===== src/rtl/atc_pkg.sv =====
package atc_pkg;
  typedef enum logic [1:0] {
    TEN_IDLE = 2'd0,
    TEN_START = 2'd1,
    TEN_HOLD = 2'd2
  } tenure_state_e;
endpackage


===== src/rtl/atc_tt_decode.sv =====
module atc_tt_decode #(
  parameter int TT_W = 5,
  parameter logic [(2**TT_W)-1:0] ADDR_ONLY_MASK = 32'h0101_1111
) (
  input  logic [TT_W-1:0] tt_i,
  output logic            addr_only_o
);
  localparam int N_CODES = 2 ** TT_W;

  logic [N_CODES-1:0] hit;

  for (genvar c = 0; c < N_CODES; c++) begin : g_code
    if (ADDR_ONLY_MASK[c]) begin : g_on
      assign hit[c] = (tt_i == TT_W'(c));
    end else begin : g_off
      assign hit[c] = 1'b0;
    end
  end

  assign addr_only_o = |hit;
endmodule


===== src/rtl/atc_busy_track.sv =====
module atc_busy_track (
  input  logic clk,
  input  logic rst,
  input  logic ts_in_i,
  input  logic own_ts_i,
  input  logic aack_i,
  output logic foreign_ts_o,
  output logic trk_busy_o,
  output logic snoop_valid_o
);
  // A start seen while the block itself drives one is its own echo.
  assign foreign_ts_o = ts_in_i & ~own_ts_i;

  always_ff @(posedge clk) begin
    if (rst) begin
      trk_busy_o    <= 1'b0;
      snoop_valid_o <= 1'b0;
    end else begin
      // An acknowledge in the same cycle closes the tenure it sees.
      trk_busy_o    <= (trk_busy_o | foreign_ts_o) & ~aack_i;
      snoop_valid_o <= foreign_ts_o;
    end
  end
endmodule


===== src/rtl/atc_tenure_fsm.sv =====
module atc_tenure_fsm
  import atc_pkg::*;
(
  input  logic clk,
  input  logic rst,
  input  logic req_i,
  input  logic grant_i,
  input  logic ext_busy_i,
  input  logic trk_busy_i,
  input  logic foreign_ts_i,
  input  logic aack_i,
  input  logic addr_only_i,
  output logic ts_o,
  output logic ts_oe_o,
  output logic busy_o,
  output logic busy_oe_o,
  output logic addr_oe_o,
  output logic attr_oe_o,
  output logic dbus_req_o
);
  tenure_state_e state_q, state_d;
  logic          launch;
  logic          hold_next;

  assign launch = (state_q == TEN_IDLE) & req_i & grant_i & ~ext_busy_i
                  & ~trk_busy_i & ~foreign_ts_i;

  always_comb begin
    state_d = state_q;
    unique case (state_q)
      TEN_IDLE:  if (launch) state_d = TEN_START;
      TEN_START: state_d = aack_i ? TEN_IDLE : TEN_HOLD;
      TEN_HOLD:  if (aack_i) state_d = TEN_IDLE;
      default:   state_d = TEN_IDLE;
    endcase
  end

  assign hold_next = launch | ((state_q != TEN_IDLE) & ~aack_i);

  always_ff @(posedge clk) begin
    if (rst) begin
      state_q    <= TEN_IDLE;
      ts_o       <= 1'b0;
      dbus_req_o <= 1'b0;
      ts_oe_o    <= 1'b0;
      busy_o     <= 1'b0;
      busy_oe_o  <= 1'b0;
      addr_oe_o  <= 1'b0;
      attr_oe_o  <= 1'b0;
    end else begin
      state_q    <= state_d;
      ts_o       <= launch;
      dbus_req_o <= launch & ~addr_only_i;
      ts_oe_o    <= hold_next;
      busy_o     <= hold_next;
      busy_oe_o  <= hold_next;
      addr_oe_o  <= hold_next;
      attr_oe_o  <= hold_next;
    end
  end
endmodule


===== src/rtl/addr_tenure_ctl.sv =====
module addr_tenure_ctl #(
  parameter int TT_W = 5,
  parameter logic [(2**TT_W)-1:0] ADDR_ONLY_MASK = 32'h0101_1111
) (
  input  logic            clk,
  input  logic            rst,
  input  logic            req_i,
  input  logic [TT_W-1:0] req_tt_i,
  input  logic            grant_i,
  input  logic            ext_busy_i,
  input  logic            ts_in_i,
  input  logic            aack_i,
  output logic            ts_o,
  output logic            ts_oe_o,
  output logic            busy_o,
  output logic            busy_oe_o,
  output logic            addr_oe_o,
  output logic            attr_oe_o,
  output logic            dbus_req_o,
  output logic            snoop_valid_o,
  output logic            trk_busy_o
);
  logic addr_only;
  logic foreign_ts;

  atc_tt_decode #(.TT_W(TT_W), .ADDR_ONLY_MASK(ADDR_ONLY_MASK)) u_dec (
    .tt_i        (req_tt_i),
    .addr_only_o (addr_only)
  );

  atc_busy_track u_trk (
    .clk           (clk),
    .rst           (rst),
    .ts_in_i       (ts_in_i),
    .own_ts_i      (ts_o),
    .aack_i        (aack_i),
    .foreign_ts_o  (foreign_ts),
    .trk_busy_o    (trk_busy_o),
    .snoop_valid_o (snoop_valid_o)
  );

  atc_tenure_fsm u_fsm (
    .clk          (clk),
    .rst          (rst),
    .req_i        (req_i),
    .grant_i      (grant_i),
    .ext_busy_i   (ext_busy_i),
    .trk_busy_i   (trk_busy_o),
    .foreign_ts_i (foreign_ts),
    .aack_i       (aack_i),
    .addr_only_i  (addr_only),
    .ts_o         (ts_o),
    .ts_oe_o      (ts_oe_o),
    .busy_o       (busy_o),
    .busy_oe_o    (busy_oe_o),
    .addr_oe_o    (addr_oe_o),
    .attr_oe_o    (attr_oe_o),
    .dbus_req_o   (dbus_req_o)
  );
endmodule


===== config.mk =====
export PLATFORM = sky130hd
export DESIGN_NAME = addr_tenure_ctl
export DESIGN_NICKNAME = d
export VERILOG_FILES = /design/src/rtl/atc_pkg.sv /design/src/rtl/atc_tt_decode.sv /design/src/rtl/atc_busy_track.sv /design/src/rtl/atc_tenure_fsm.sv /design/src/rtl/addr_tenure_ctl.sv
export SDC_FILE = /design/constraint.sdc
export NUM_CORES = 1
export LEC_CHECK = 0
export ABC_AREA = 1
export ABC_CLOCK_PERIOD_IN_PS = 1200
export BUFFER_PORTS_ARGS = -buffer_cell sky130_fd_sc_hd__buf_4
export CAP_MARGIN = 40
export CORE_AREA = 2 2 39 41
export DETAILED_ROUTE_END_ITERATION = 10
export DIE_AREA = 0 0 41 43
export GPL_ROUTABILITY_DRIVEN = 0
export PLACE_DENSITY = 0.51
export SLEW_MARGIN = 20
export SYNTH_ARGS = -nofsm -noshare
export SYNTH_HDL_FRONTEND = slang
export SYNTH_SLANG_ARGS = --single-unit

===== constraint.sdc =====
create_clock -name clk -period 1.2 [get_ports clk]
set_input_delay 0.24 -clock clk [delete_from_list [all_inputs] [get_ports clk]]
set_output_delay 0.24 -clock clk [all_outputs]
set_load 0.02 [all_outputs]

* Yosys cells after proc, flatten, opt, wreduce, memory -nomap -nowiden
Cells that the tools add are included.
Operators by class: muxes and demuxes 4, eq/ne operators 9, bitwise operators 17, reductions and logical operators 5
Operators by type and width (count):
- == test 5 x 4 -> 1 bit (second input constant) | 2
- == test 5 bit (second input constant) | 2
- AND 1 bit | 9
- 2-to-1 mux 2 bit | 3
- NOT 1 bit | 6
- one-hot mux 2 bit (3 select lines) | 1
- OR reduction 6 bit | 1
- == test 5 x 3 -> 1 bit (second input constant) | 1
- zero test 5 bit | 1
- == test 2 x 1 -> 1 bit (second input constant) | 1
- == test 2 bit (second input constant) | 1
- zero test 2 bit | 1
- != test 2 x 1 -> 1 bit (second input constant) | 1
- != test 2 bit (second input constant) | 1
- OR 1 bit | 2
- AND reduction 2 bit | 1
- nonzero test 2 bit | 1
Word-level totals: register bits after elaboration 7, input bits 12

* Logic depth before layout (Yosys ltp)
word-level depth 8, mapped depth 4, mapped depth without buffers 4

* Cells and area by module
A second synthesis with hierarchy kept.
Second synthesis, totals: cells, all modules 44, area, all modules 315.3 µm²
Modules (own cells, without submodules):
- atc_tenure_fsm | cells each 29, seq. area each 100.1 µm², area an instance 219.0 µm², times used 1
- atc_busy_track | cells each 11, seq. area each 40.0 µm², area an instance 81.3 µm², times used 1
- atc_tt_decode | cells each 4, seq. area each 0.0 µm², area an instance 15.0 µm², times used 1

* Least setup slack after synthesis
OpenSTA, ideal clock, no wires.
path type flip-flop to output port, start point register u_fsm.ts_oe_o (netlist name), end point output port attr_oe_o, required time 960 ps, stages on the path, launching flop included 2, setup slack 299 ps, arrival time 661 ps, path buffers 1, cell sequence dfxtp_1 -> buf_4
RTL lines:
- to (decl) | line addr_tenure_ctl.sv:18 | output logic attr_oe_o,

==> results.toml <==
[critical_path]
reg2reg_to = "u_fsm.dbus_req_o"
r2r-start = "u_fsm.ts_o"
critPathKind = "flop to output pin"
worst_ep_arrival_time_ns = 0.79
worstPathMaxFanout = 5
critPathTopFamily = "flip-flops"
ff2ff_setup_slack_ns = 0.40
path_buf_inv = 1
critical_path.cell_chain = "buf_4"
critPathSlowestCell = "dfxtp_1"
reg2reg_depth = 4
required_ns = 0.96
max_stage_delay_ns = 0.38
cp-end-kind = "output pin"
cp-start-kind = "flop"

[synthesis]
synthMuxAreaShare_pct = 0
syn_inst = 33
synthFlopType = "dfxtp_1"
yosysTopAreaCellShare_pct = 49.56
ys_ff_latch = 7
syn_avg_cell_area_um2 = 8.569
synth_edf_count = 0
synth.area.top_cells = "dfxtp_1 (50%), buf_4 (11%), nor2_1 (6.6%), inv_1 (5.3%), nand2_1 (5.3%)"
synth_top_family_by_area = "simple AND/OR/NAND/NOR gates"
synth-compound-area-share_pct = 6.637
synth.most_common_cell = "dfxtp_1"
synth-xor-area-share_pct = 0
async_flop_share_pct = 0
yosysSeqAreaShare_pct = 49.56
synth_fa_ha_area_share_pct = 0
yosys_warnings = 0
syn_area_um2 = 282.8
yosysTopAreaCell = "dfxtp_1"
yosys-top-cells-count = "dfxtp_1 (7), nor2_1 (5), buf_4 (4), inv_1 (4), nand2_1 (4)"
synth_nets = 45
ys_types = 13
yosys.area_share.simple_pct = 27.88

[timing]
max_freq_mhz = 972.9
worst_pin_slew_ns = 0.2047
fin_skew_ns = 0.0004534
fin_crit_sh_pct = 85.65
fin_setup_tns_ns = 0
grt_setup_unrepaired = "no"
setup_slack_ns = 0.1722
period_minus_slack_ns = 1.028
max_slew_margin_pct = 86.26
setup_viol = 0
slew_violations = 0
final-hold-violation-count = 0

[final_layout]
design_area_um2 = 441.7
fillCellCount = 149
drive_gt1_share_pct = 53.85
area_growth_pct = 56.19
fin_nets = 65
antennaDiodeCount = 0
fin_util_pct = 31.92

[floorplan]
die_height_um = 43
core_area_mm2 = 0.001384
die_w_um = 41
rows = 14
dieArea_mm2 = 0.001763
initial_core_util_pct = 20.43
num_io_pins = 21

[cts]
clkLatencyLatePin_ns = 0.24
hold_buffers = 0
cts_tree = "built"
cts_buffers = 3
cts_resized = 0
clkSinkCount = 7
cts-root-buf = "clkbuf_4"
cts_setup_buffers = 0
clk_pin_slew_ns = 0.05
htree_levels = 1
cts_buffer_depth = 2

[detailed_routing]
wire_per_inst_um = 7.368
routed_wl_um = 501
dr.first_iter.drc_count = 0
vias_per_cell = 3.691
vias = 251
postRouteAntennaNets = 0
firstDrtPassIters = 1
drc = 0

[placement]
dp_hpwl_um = 425.4
placed_area_um2 = 415.4
port-buffer-count = 19
dp_slack_ns = 0.3913

[global_routing]
antenna_found_initial = 0
grt_max_degree = 6
overflow = 0
grt_pass1_wl_um = 765
grt_pass1_vias = 220
grtUsageTotal_pct = 6.928

[min_path]
holdPathStages = 2
hp-start = "rst"
hold_end = "u_trk.snoop_valid_o"
hp-class = "input pin to flop"

[outcome]
outcome = "finished, final reports clean"

[power]
power_leakage_nw = 0.2276
ir_drop_v = 0.0003477
p_per_area_mw_per_mm2 = 1176

[job]
drv_cap = 0
-- logic make-up (layout without fill, tap and decap cells) --
kind of cell           count (synthesis)  after routing
AND/OR/NAND/NOR                       15             15
flip-flops                             7              7
buffers and inverters                  8             27
AO/OA/AOI/OAI                          3              3
-- layout by cell type (no fill, tap or decap), types with 2 or more instances in the layout --
cell / count
buf_4: 19
clkbuf_4: 3
nor2_1: 5
dfxtp_1: 7
nand2_1: 4
inv_1: 4
nor2_2: 2
-- state kept, by name, summed over array words and instances, names as in the netlist --
name / flops
u_fsm.state_q: 2
u_trk.snoop_valid_o: 1
u_trk.trk_busy_o: 1
u_fsm.ts_oe_o: 1
u_fsm.dbus_req_o: 1
u_fsm.ts_o: 1
-- routing by layer --
metal / part of all wire [%] / global-route usage [%] / vias to the layer above
li1: - / - / 136
met1: 40 / 6.431 / 98
met2: 44 / 9.688 / 17
met3: 17 / 3.141 / 0
met4: 0 / 8.000 / 0
met5: 0 / 0 / -
-- power by group --
part           internal, mW  total (mW)  switching, mW
logic                0.0381      0.0701         0.0321
clock network         0.126       0.207         0.0807
registers             0.239       0.242        0.00315
total                 0.404       0.520          0.116
-- layout make-up --
| class | instances | area, um2 | area share (%) |
|---|---|---|---|
| clock buffers | 4 | 26.28 | 5.949 |
| inverters | 4 | 15.01 | 3.399 |
| multi-input cells | 18 | 97.59 | 22.10 |
| flip-flops and latches | 7 | 140.1 | 31.73 |
| well taps | 16 | 20.02 | 4.533 |
| repair buffers | 19 | 142.6 | 32.29 |
-- worst max-delay path by stage --
stage / startpoint / end / slack (ns) / cells past startpoint
after floorplan: u_fsm.ts_oe_o / attr_oe_o / 0.30 / 1
after global placement: ts_in_i / u_trk.trk_busy_o / 0.40 / 4
after detailed placement: u_fsm.ts_o / u_trk.trk_busy_o / 0.39 / 4
after CTS: u_fsm.ts_oe_o / busy_oe_o / 0.16 / 1
after global routing: u_fsm.ts_oe_o / attr_oe_o / 0.11 / 1
final: u_fsm.ts_oe_o / busy_oe_o / 0.17 / 1
-- stage by stage --
stage | std cells | power (mW) | hold slack (ns)
floorplan | 33 | 0.2808 | 0.3124
global placement | 64 | 0.3175 | 0.4276
detailed placement | 64 | 0.3181 | 0.4314
CTS | 68 | 0.5322 | 0.1672
global route | 68 | 0.5522 | 0.1749
finish | 68 | 0.5196 | 0.1762
No activity file was read; power rests on OpenSTA's default activity.
